$ cat src/rtl/adc_rd_pkg.sv
package adc_rd_pkg;
  typedef enum logic [2:0] {
    ST_IDLE  = 3'd0,
    ST_WAIT  = 3'd1,
    ST_SETUP = 3'd2,
    ST_RLO   = 3'd3,
    ST_RHI   = 3'd4
  } rd_state_e;

  localparam int unsigned MIN_PHASE = 2;
endpackage

$ cat src/rtl/adc_phase_timer.sv
module adc_phase_timer #(
  parameter int unsigned CNT_W = 8
) (
  input  logic             clk,
  input  logic             rst_n,
  input  logic             run,
  input  logic [CNT_W-1:0] limit,
  output logic             last
);
  import adc_rd_pkg::*;

  logic [CNT_W-1:0] cnt_q, cnt_d;
  logic [CNT_W-1:0] eff;

  // Durations under the minimum are stretched to it
  always_comb begin
    eff = (limit < CNT_W'(MIN_PHASE)) ? CNT_W'(MIN_PHASE) : limit;
    last = run && (cnt_q == eff - CNT_W'(1));
    if (!run || last) cnt_d = '0;
    else              cnt_d = cnt_q + CNT_W'(1);
  end

  always_ff @(posedge clk or negedge rst_n) begin
    if (!rst_n) cnt_q <= '0;
    else        cnt_q <= cnt_d;
  end
endmodule

$ cat src/rtl/adc_result_buf.sv
module adc_result_buf #(
  parameter int unsigned NUM_CH = 8,
  parameter int unsigned DATA_W = 16,
  localparam int unsigned IDX_W = (NUM_CH > 1) ? $clog2(NUM_CH) : 1
) (
  input  logic                     clk,
  input  logic                     rst_n,
  input  logic                     wr_en,
  input  logic [IDX_W-1:0]         wr_idx,
  input  logic [DATA_W-1:0]        wr_data,
  output logic [NUM_CH*DATA_W-1:0] rd_flat
);
  for (genvar g = 0; g < NUM_CH; g++) begin : g_slot
    logic [DATA_W-1:0] slot_q;
    logic              slot_en;

    assign slot_en = wr_en && (wr_idx == IDX_W'(g));

    always_ff @(posedge clk or negedge rst_n) begin
      if (!rst_n)       slot_q <= '0;
      else if (slot_en) slot_q <= wr_data;
    end

    assign rd_flat[g*DATA_W +: DATA_W] = slot_q;
  end
endmodule

$ cat src/rtl/adc_read_fsm.sv
module adc_read_fsm #(
  parameter int unsigned NUM_CH = 8,
  localparam int unsigned IDX_W = (NUM_CH > 1) ? $clog2(NUM_CH) : 1
) (
  input  logic                   clk,
  input  logic                   rst_n,
  input  logic                   start,
  input  logic                   tied_mode,
  input  logic                   busy,
  input  logic                   first_flag,
  input  logic                   ph_last,
  output adc_rd_pkg::rd_state_e  state,
  output logic                   wr_en,
  output logic [IDX_W-1:0]       wr_idx,
  output logic                   cs_n,
  output logic                   rd_n,
  output logic                   frame_done,
  output logic                   sync_err
);
  import adc_rd_pkg::*;

  localparam logic [IDX_W-1:0] LAST_IDX = IDX_W'(NUM_CH - 1);

  rd_state_e        st_q, st_d;
  logic [IDX_W-1:0] idx_q, idx_d;
  logic             cs_q, cs_d, rd_q, rd_d, done_q, done_d, err_q, err_d;
  logic             accept;

  always_comb begin
    st_d   = st_q;
    idx_d  = idx_q;
    done_d = 1'b0;
    err_d  = err_q;
    accept = 1'b0;
    wr_en  = 1'b0;
    unique case (st_q)
      ST_IDLE: if (start) begin
        accept = 1'b1;
        idx_d  = '0;
        st_d   = ST_WAIT;
      end
      ST_WAIT:  if (!busy) st_d = tied_mode ? ST_RLO : ST_SETUP;
      ST_SETUP: st_d = ST_RLO;
      ST_RLO: if (ph_last) begin
        wr_en = 1'b1;
        st_d  = ST_RHI;
      end
      ST_RHI: if (ph_last) begin
        if (idx_q == LAST_IDX) begin
          st_d   = ST_IDLE;
          done_d = 1'b1;
        end else begin
          idx_d = idx_q + IDX_W'(1);
          st_d  = ST_RLO;
        end
      end
      default: st_d = ST_IDLE;
    endcase

    // Word 0 must carry the flag, every later word must not
    if (accept) err_d = 1'b0;
    else if (wr_en && (first_flag != (idx_q == '0))) err_d = 1'b1;

    // Strobes are registered from the next state so they never glitch
    rd_d = (st_d != ST_RLO);
    unique case (st_d)
      ST_SETUP, ST_RLO: cs_d = 1'b0;
      ST_RHI:           cs_d = tied_mode;
      default:          cs_d = 1'b1;
    endcase
  end

  always_ff @(posedge clk or negedge rst_n) begin
    if (!rst_n) begin
      st_q   <= ST_IDLE;
      idx_q  <= '0;
      cs_q   <= 1'b1;
      rd_q   <= 1'b1;
      done_q <= 1'b0;
      err_q  <= 1'b0;
    end else begin
      st_q   <= st_d;
      idx_q  <= idx_d;
      cs_q   <= cs_d;
      rd_q   <= rd_d;
      done_q <= done_d;
      err_q  <= err_d;
    end
  end

  assign state      = st_q;
  assign wr_idx     = idx_q;
  assign cs_n       = cs_q;
  assign rd_n       = rd_q;
  assign frame_done = done_q;
  assign sync_err   = err_q;
endmodule

$ cat src/rtl/adc_par_reader.sv
module adc_par_reader #(
  parameter int unsigned NUM_CH = 8,
  parameter int unsigned DATA_W = 16,
  parameter int unsigned CNT_W  = 8
) (
  input  logic                     clk,
  input  logic                     rst_n,
  input  logic                     start,
  input  logic                     tied_mode,
  input  logic [CNT_W-1:0]         rd_lo_cycles,
  input  logic [CNT_W-1:0]         rd_hi_cycles,
  input  logic                     busy,
  input  logic [DATA_W-1:0]        adc_data,
  input  logic                     first_flag,
  output logic                     cs_n,
  output logic                     rd_n,
  output logic [NUM_CH*DATA_W-1:0] results,
  output logic                     frame_done,
  output logic                     sync_err
);
  import adc_rd_pkg::*;

  localparam int unsigned IDX_W = (NUM_CH > 1) ? $clog2(NUM_CH) : 1;

  rd_state_e        state;
  logic             ph_run, ph_last, wr_en;
  logic [IDX_W-1:0] wr_idx;
  logic [CNT_W-1:0] ph_limit;

  assign ph_run   = (state == ST_RLO) || (state == ST_RHI);
  assign ph_limit = (state == ST_RLO) ? rd_lo_cycles : rd_hi_cycles;

  adc_phase_timer #(.CNT_W(CNT_W)) u_timer (
    .clk   (clk),
    .rst_n (rst_n),
    .run   (ph_run),
    .limit (ph_limit),
    .last  (ph_last)
  );

  adc_read_fsm #(.NUM_CH(NUM_CH)) u_fsm (
    .clk        (clk),
    .rst_n      (rst_n),
    .start      (start),
    .tied_mode  (tied_mode),
    .busy       (busy),
    .first_flag (first_flag),
    .ph_last    (ph_last),
    .state      (state),
    .wr_en      (wr_en),
    .wr_idx     (wr_idx),
    .cs_n       (cs_n),
    .rd_n       (rd_n),
    .frame_done (frame_done),
    .sync_err   (sync_err)
  );

  adc_result_buf #(.NUM_CH(NUM_CH), .DATA_W(DATA_W)) u_buf (
    .clk     (clk),
    .rst_n   (rst_n),
    .wr_en   (wr_en),
    .wr_idx  (wr_idx),
    .wr_data (adc_data),
    .rd_flat (results)
  );
endmodule

$ cat config.mk
export PLATFORM = sky130hd
export DESIGN_NAME = adc_par_reader
export DESIGN_NICKNAME = d
export VERILOG_FILES = /design/src/rtl/adc_rd_pkg.sv /design/src/rtl/adc_phase_timer.sv /design/src/rtl/adc_result_buf.sv /design/src/rtl/adc_read_fsm.sv /design/src/rtl/adc_par_reader.sv
export SDC_FILE = /design/constraint.sdc
export NUM_CORES = 1
export LEC_CHECK = 0
export BUFFER_PORTS_ARGS = -buffer_cell sky130_fd_sc_hd__buf_4
export CORE_ASPECT_RATIO = 0.9
export CORE_UTILIZATION = 50
export CTS_BUF_LIST = sky130_fd_sc_hd__clkbuf_4
export CTS_CLUSTER_SIZE = 8
export DETAILED_ROUTE_END_ITERATION = 8
export PLACE_DENSITY = 0.8
export SLEW_MARGIN = 10
export SYNTH_ARGS = -nofsm -noshare
export SYNTH_HDL_FRONTEND = slang
export SYNTH_SLANG_ARGS = --single-unit
$ cat constraint.sdc
create_clock -name clk -period 6.54 [get_ports clk]
set_input_delay 1.308 -clock clk [delete_from_list [all_inputs] [get_ports clk]]
set_output_delay 1.308 -clock clk [all_outputs]
set_load 0.01 [all_outputs]
Word level (Yosys, flattened, before mapping)
Index checks and enable logic that the tools add are counted.
{"block": "totals", "reg_bits": 146, "input_bits": 38, "out_inout_bits": 132, "word_cells": 82}
{"block": "classes", "n_addsub": 3, "order_cmp": 1, "n_eq_ne": 20, "mux": 24, "reduce_logical": 19}
{"op": "$mux W8", "n": 3}
{"op": "$mux W3", "n": 7}
{"op": "$eq A3 B2 Y1 const B", "n": 6}
{"op": "$eq A3 B3 Y1 const B", "n": 6}
{"op": "$pmux W3 S5", "n": 1}
{"op": "$logic_and A1 B1 Y1", "n": 10}
{"op": "$mux W1", "n": 10}
{"op": "$add A8 B1 Y8 const B", "n": 1}
{"op": "$eq A8 B8 Y1", "n": 1}
{"op": "$lt A8 B2 Y1 const B", "n": 1}
{"op": "$sub A8 B1 Y8 const B", "n": 1}
{"op": "$eq A3 B1 Y1 const B", "n": 2}
{"op": "$logic_not A3 Y1", "n": 2}
{"op": "$ne A2 B2 Y1 const B", "n": 3}
{"op": "$pmux W3 S2", "n": 1}
{"op": "$reduce_and A4 Y1", "n": 1}
{"op": "$reduce_bool A2 Y1", "n": 2}
{"op": "$add A3 B1 Y3 const B", "n": 1}
{"op": "$ne A3 B2 Y1 const B", "n": 1}
{"op": "$logic_or A1 B1 Y1", "n": 2}
{"op": "$mux W2", "n": 1}
{"op": "$pmux W1 S2", "n": 1}
{"op": "$reduce_or A2 Y1", "n": 1}
{"op": "$logic_not A1 Y1", "n": 1}
{"op": "$ne A1 B1 Y1", "n": 1}

Depth between registers and ports, before layout
{"block": "logic_depth", "ltp_word": 12, "ltp_mapped": 17}

Hierarchy
From an unflattened synthesis, not the netlist that was laid out.
{"block": "unflattened", "cells_unflattened": 412, "hier_area_um2": 6257.3}
{"mod": "adc_result_buf", "instances": 1, "cells_per_inst": 279, "area_per_inst_um2": 4914.7, "seq_area_each_um2": 3203.1}
{"mod": "adc_phase_timer", "instances": 1, "cells_per_inst": 76, "area_per_inst_um2": 706.9, "seq_area_each_um2": 200.2}
{"mod": "adc_read_fsm", "instances": 1, "cells_per_inst": 46, "area_per_inst_um2": 514.2, "seq_area_each_um2": 252.7}
{"mod": "adc_par_reader", "instances": 1, "cells_per_inst": 11, "area_per_inst_um2": 121.4, "seq_area_each_um2": 0.0}

Worst setup path before layout
OpenSTA, ideal clock, no wires.
{"block": "synth_timing", "path_type": "input-to-reg", "from": "input port rd_lo_cycles[3]", "to": "register u_buf.g_slot[1].slot_q[10]", "setup_time_ps": 125, "arrival_ps": 4171, "required_time_ps": 6415, "slack_ps": 2244, "cell_stages": 14, "path_buffers": 3, "cell_sequence": "clkbuf_1 > nor4_1 > a22oi_1 > or2b_1 > ha_1 > inv_1 > nor3_1 > a211o_1 > a211oi_2 > nand3_1 > buf_6 > nor4_4 > buf_6 > mux2_2"}
{"block": "synth_between", "elab_chain_cells": 9}
{"element": "from (decl)", "line": "adc_par_reader.sv:10", "source": "input logic [CNT_W-1:0] rd_lo_cycles,"}
{"element": "$mux W8 *", "line": "adc_par_reader.sv:31", "source": "assign ph_limit = (state == ST_RLO) ? rd_lo_cycles : rd_hi_cycles;"}
{"element": "$lt A8 B2 Y1", "line": "adc_phase_timer.sv:17", "source": "eff = (limit < CNT_W'(MIN_PHASE)) ? CNT_W'(MIN_PHASE) : limit;"}
{"element": "$mux W8 *", "line": "adc_phase_timer.sv:17"}
{"element": "$sub A8 B1 Y8 *", "line": "adc_phase_timer.sv:18", "source": "last = run && (cnt_q == eff - CNT_W'(1));"}
{"element": "$eq A8 B8 Y1 *", "line": "adc_phase_timer.sv:18"}
{"element": "$logic_and A1 B1 Y1 *", "line": "adc_phase_timer.sv:18"}
{"element": "$mux W1 *", "line": "adc_read_fsm.sv:44", "source": "ST_RLO: if (ph_last) begin"}
{"element": "$mux W1 *", "line": "adc_read_fsm.sv:36", "source": "unique case (st_q)"}
{"element": "$logic_and A1 B1 Y1 *", "line": "adc_result_buf.sv:17", "source": "assign slot_en = wr_en && (wr_idx == IDX_W'(g));"}
{"element": "to (signal assigned)", "line": "adc_result_buf.sv:21", "source": "else if (slot_en) slot_q <= wr_data;"}
{"element": "to (decl)", "line": "adc_result_buf.sv:14", "source": "logic [DATA_W-1:0] slot_q;"}
Mark *: on every way between the ends. The rest lies on a longest branch, timed or not.
A chain may end at the register's enable or synchronous reset.

Final worst setup path
{"block": "layout_timing", "from": "register u_fsm.st_q[1] (netlist: u_fsm.state[1])", "to": "register u_buf.g_slot[6].slot_q[4]"}
{"block": "layout_between", "elab_chain_cells": 10, "elab_cells_between_ends": 12, "classes_between": "1 x add/sub; 1 x order compare; 3 x eq/ne; 4 x mux; 3 x reduce/logical"}
{"element": "from (decl)", "line": "adc_read_fsm.sv:24", "source": "rd_state_e st_q, st_d;"}
{"element": "from (signal assigned)", "line": "adc_read_fsm.sv:82", "source": "st_q <= st_d;"}
{"element": "$eq A3 B2 Y1", "line": "adc_read_fsm.sv:36, adc_par_reader.sv:30, adc_par_reader.sv:31"}
{"element": "$mux W8", "line": "adc_par_reader.sv:31"}
{"element": "$lt A8 B2 Y1", "line": "adc_phase_timer.sv:17"}
{"element": "$mux W8", "line": "adc_phase_timer.sv:17"}
{"element": "$sub A8 B1 Y8", "line": "adc_phase_timer.sv:18"}
{"element": "$eq A8 B8 Y1", "line": "adc_phase_timer.sv:18"}
{"element": "$logic_and A1 B1 Y1", "line": "adc_phase_timer.sv:18"}
{"element": "$mux W1", "line": "adc_read_fsm.sv:44"}
{"element": "$mux W1 *", "line": "adc_read_fsm.sv:36"}
{"element": "$logic_and A1 B1 Y1 *", "line": "adc_result_buf.sv:17"}
{"element": "to (signal assigned)", "line": "adc_result_buf.sv:21"}
{"element": "to (decl)", "line": "adc_result_buf.sv:14"}
Marks and branches as above.

==> results.py <==
metrics = {
    "detailed_routing": {
        "drtPass1Iterations": 4,
        "vias_per_cell": 5.55,
        "wirelength_um": 15300,
        "ant_nets": 0,
        "remaining_drc_errors": 0,
        "via_count": 4341,
        "drt_iter0_drc": 249,
        "routedWlPerCell_um": 19.5,
    },
    "global_route": {
        "grt_overflow_total": 0,
        "antenna_found_initial": 0,
        "busiest_layer": "met2",
        "grt_first_pass_wirelength_um": 24000,
        "grt_pass1_vias": 4536,
        "met1_usage_pct": 30.5,
        "grt_max_degree": 78,
        "gr-usage-met2_pct": 38.9,
        "use_met3_pct": 7.62,
        "track_usage_pct": 24.0,
    },
    "worst_setup_path": {
        "setup.worst_path.end_class": "flop",
        "required_ps": 6940,
        "endpoint": "u_buf.g_slot[6].slot_q[4]",
        "r2r_setup_slack_ps": 1640,
        "slowest_delay_ps": 930,
        "ff2ff_path_depth": 12,
        "cp-startpoint": "u_fsm.state[1]",
        "r2r_end": "u_buf.g_slot[6].slot_q[4]",
        "critPathArrivalTime_ps": 5300,
        "critPathLaunchType": "flop",
        "slowest_stage": "nor3_4",
        "worst-setup-path-type": "flop to flop",
        "r2r_start": "u_fsm.state[1]",
        "crit_chain": "and3b_1, nor4_1, a22oi_1, or2b_1, ha_1, inv_1, nor3_1, a211o_1, a211oi_2, nand3_1, nor3_4, mux2_2",
        "cp_max_fo": 16,
    },
    "sta": {
        "finClkSkew_ps": 17.2,
        "hold_ws_ps": 516,
        "setup_violations": 0,
        "hold_violations": 0,
        "max_freq_mhz": 204,
        "rsz0062_at_grt": "no",
        "max_slew_margin_pct": 26.5,
        "fin_crit_ps": 4900,
        "slew_violations": 0,
        "fin_crit_sh_pct": 74.9,
        "worst_pin_slew_ps": 1100,
        "tns_ps": 0,
    },
    "yosys": {
        "ys_top_cells_by_count": "dfrtp_1 (144), mux2_2 (109), mux2_4 (20)",
        "syn-cell-area_mm2": 0.00645,
        "syn_inst": 440,
        "ys_seq_area_share_pct": 56.7,
        "synth_cell_type_count": 53,
        "synth_most_common_cell": "dfrtp_1",
        "synth.avg_cell_area_um2": 14.7,
        "ys_ff_latch": 146,
        "yosysWarnings": 0,
        "synth_area_leaders": "dfrtp_1 (56%), mux2_2 (19%), mux2_4 (4.7%)",
        "async_reset_ff_share_pct": 100,
        "synthFlopType": "dfrtp_1",
        "synthDominantCellAreaShare_pct": 55.9,
        "synth_edf_count": 0,
        "synth_top_area_cell": "dfrtp_1",
        "synth_nets": 486,
    },
    "cts": {
        "cts_buffer_depth": 2,
        "clock_sinks": 146,
        "clockRootBuffer": "clkbuf_4",
        "cts_tree": "done",
        "clock_latency_ps": 520,
        "ctsHoldBuffers": 0,
        "numCtsBuffers": 17,
        "clk_pin_slew_ps": 110,
        "post_cts_resized": 0,
        "post_cts_buffers": 0,
        "cts_htree_levels": 4,
    },
    "die": {
        "start_util_pct": 52.3,
        "core-area_mm2": 0.0123,
        "num_rows": 38,
        "io_pins": 170,
        "design.die.area_mm2": 0.0134,
        "fp.dieW_um": 122,
        "dieHeight_um": 110,
    },
    "final_layout": {
        "syn_to_final_growth_pct": 24.3,
        "drive_above_1_share_pct": 54.7,
        "fillCellCount": 914,
        "fin_nets": 658,
        "n_antenna_cell": 0,
    },
    "place": {
        "hpwlAfterDp_um": 10700,
        "portBuffers": 169,
        "routabilityCongestion": 0.950,
    },
    "job": {
        "maxCapViolations": 0,
    },
    "power_and_ir_drop": {
        "p_leak_nw": 4.19,
        "ir_drop_mv": 0.160,
        "p_per_area_mw_per_mm2": 265,
    },
    "outcome": {
        "outcome": "completed",
    },
    "hold_path": {
        "hp-class": "flop to flop",
    },
}
sequential cells by signal, indices dropped and copies added (netlist names):
name	flops
u_timer.cnt_q	8
u_fsm.sync_err	1
u_fsm.frame_done	1
u_buf.g_slot.slot_q	128
u_fsm.wr_idx	3
u_fsm.rd_n	1
u_fsm.cs_n	1
u_fsm.state	3
routing by layer:
layer	share of wire, %	wire [um]
met5	0	0
met4	1.3	202
met3	6.6	1010
met2	50	7580
met1	42	6460
cell usage in the layout (no fill, tap or decap), types with 5 or more instances in the layout:
cell and count:
xor2_1 6, dfrtp_1 144, and3_1 6, inv_1 10, nor2_1 13, mux2_2 109, nor4_1 6, clkbuf_4 20
xnor2_1 10, ha_1 8, o21ai_0 5, mux2i_1 9, nand2_1 10, buf_4 171, mux2_4 20, nand3_1 8
nor3_1 7, o311ai_0 5
worst min path at each step:
stage / start / endpoint / slack, ps / depth (start not counted)
final: u_buf.g_slot[6].slot_q[7] / u_buf.g_slot[6].slot_q[7] / 520 / 1
after CTS: u_buf.g_slot[6].slot_q[7] / u_buf.g_slot[6].slot_q[7] / 520 / 1
after detailed placement: u_buf.g_slot[6].slot_q[7] / u_buf.g_slot[6].slot_q[7] / 500 / 1
after global placement: u_buf.g_slot[3].slot_q[10] / u_buf.g_slot[3].slot_q[10] / 490 / 1
after global routing: u_buf.g_slot[6].slot_q[0] / u_buf.g_slot[6].slot_q[0] / 530 / 1
after floorplan: u_timer.cnt_q[0] / u_timer.cnt_q[0] / 520 / 1
logic make-up (layout without fill, tap and decap cells):
logic type	count (synthesis)	in the layout	synth area share, %
and+or+nand+nor	70	70	7.03
xor gates and xnor gates	16	16	2.17
buffers and inverters	29	211	3.20
adders and majority gates	8	8	1.55
AOI/OAI and AO/OA	33	33	4.23
DFF	146	146	56.7
muxes	138	138	25.1
layout make-up:
cell class | instances | area (um^2) | share of cell area, %
Clock inverter | 9 | 92.6 | 1.16
Sequential cell | 146 | 3660 | 45.6
Timing Repair Buffer | 172 | 1290 | 16.2
Clock buffer | 20 | 150 | 1.87
Tap cell | 160 | 200 | 2.50
Inverter | 10 | 37.5 | 0.468
Multi-Input combinational cell | 265 | 2580 | 32.2
stage by stage:
| step | std cells | instance area [um^2] | utilization [%] | worst slack [ps] | total power [mW] |
|---|---|---|---|---|---|
| 2_1_floorplan | 440 | 6450 | - | 2240 | 1.44 |
| 5_1_grt | 782 | 8020 | 65.1 | 1270 | 2.24 |
| 6_report | 782 | 8020 | 65.1 | 1640 | 2.12 |
| 4_1_cts | 782 | 8020 | 65.1 | 1650 | 2.14 |
| 3_3_place_gp | 753 | 7770 | 63.1 | 1580 | 1.60 |
| 3_5_place_dp | 753 | 7770 | 63.1 | 1470 | 1.62 |
where the power goes:
group	total, mW	internal, mW	switching, mW
combinational	0.544	0.257	0.287
sequential	1.06	0.981	0.0759
clock	0.522	0.227	0.295
critical path, delay by kind of cell, from the launching register on:
| kind | cells | cell delay, ps |
|---|---|---|
| and+or+nand+nor | 6 | 2570 |
| buffers and inverters | 1 | 100 |
| adders and majority gates | 1 | 210 |
| DFF | 1 | 580 |
| muxes | 1 | 420 |
| AOI/OAI and AO/OA | 3 | 890 |
Power figures use the tool's default switching activity.
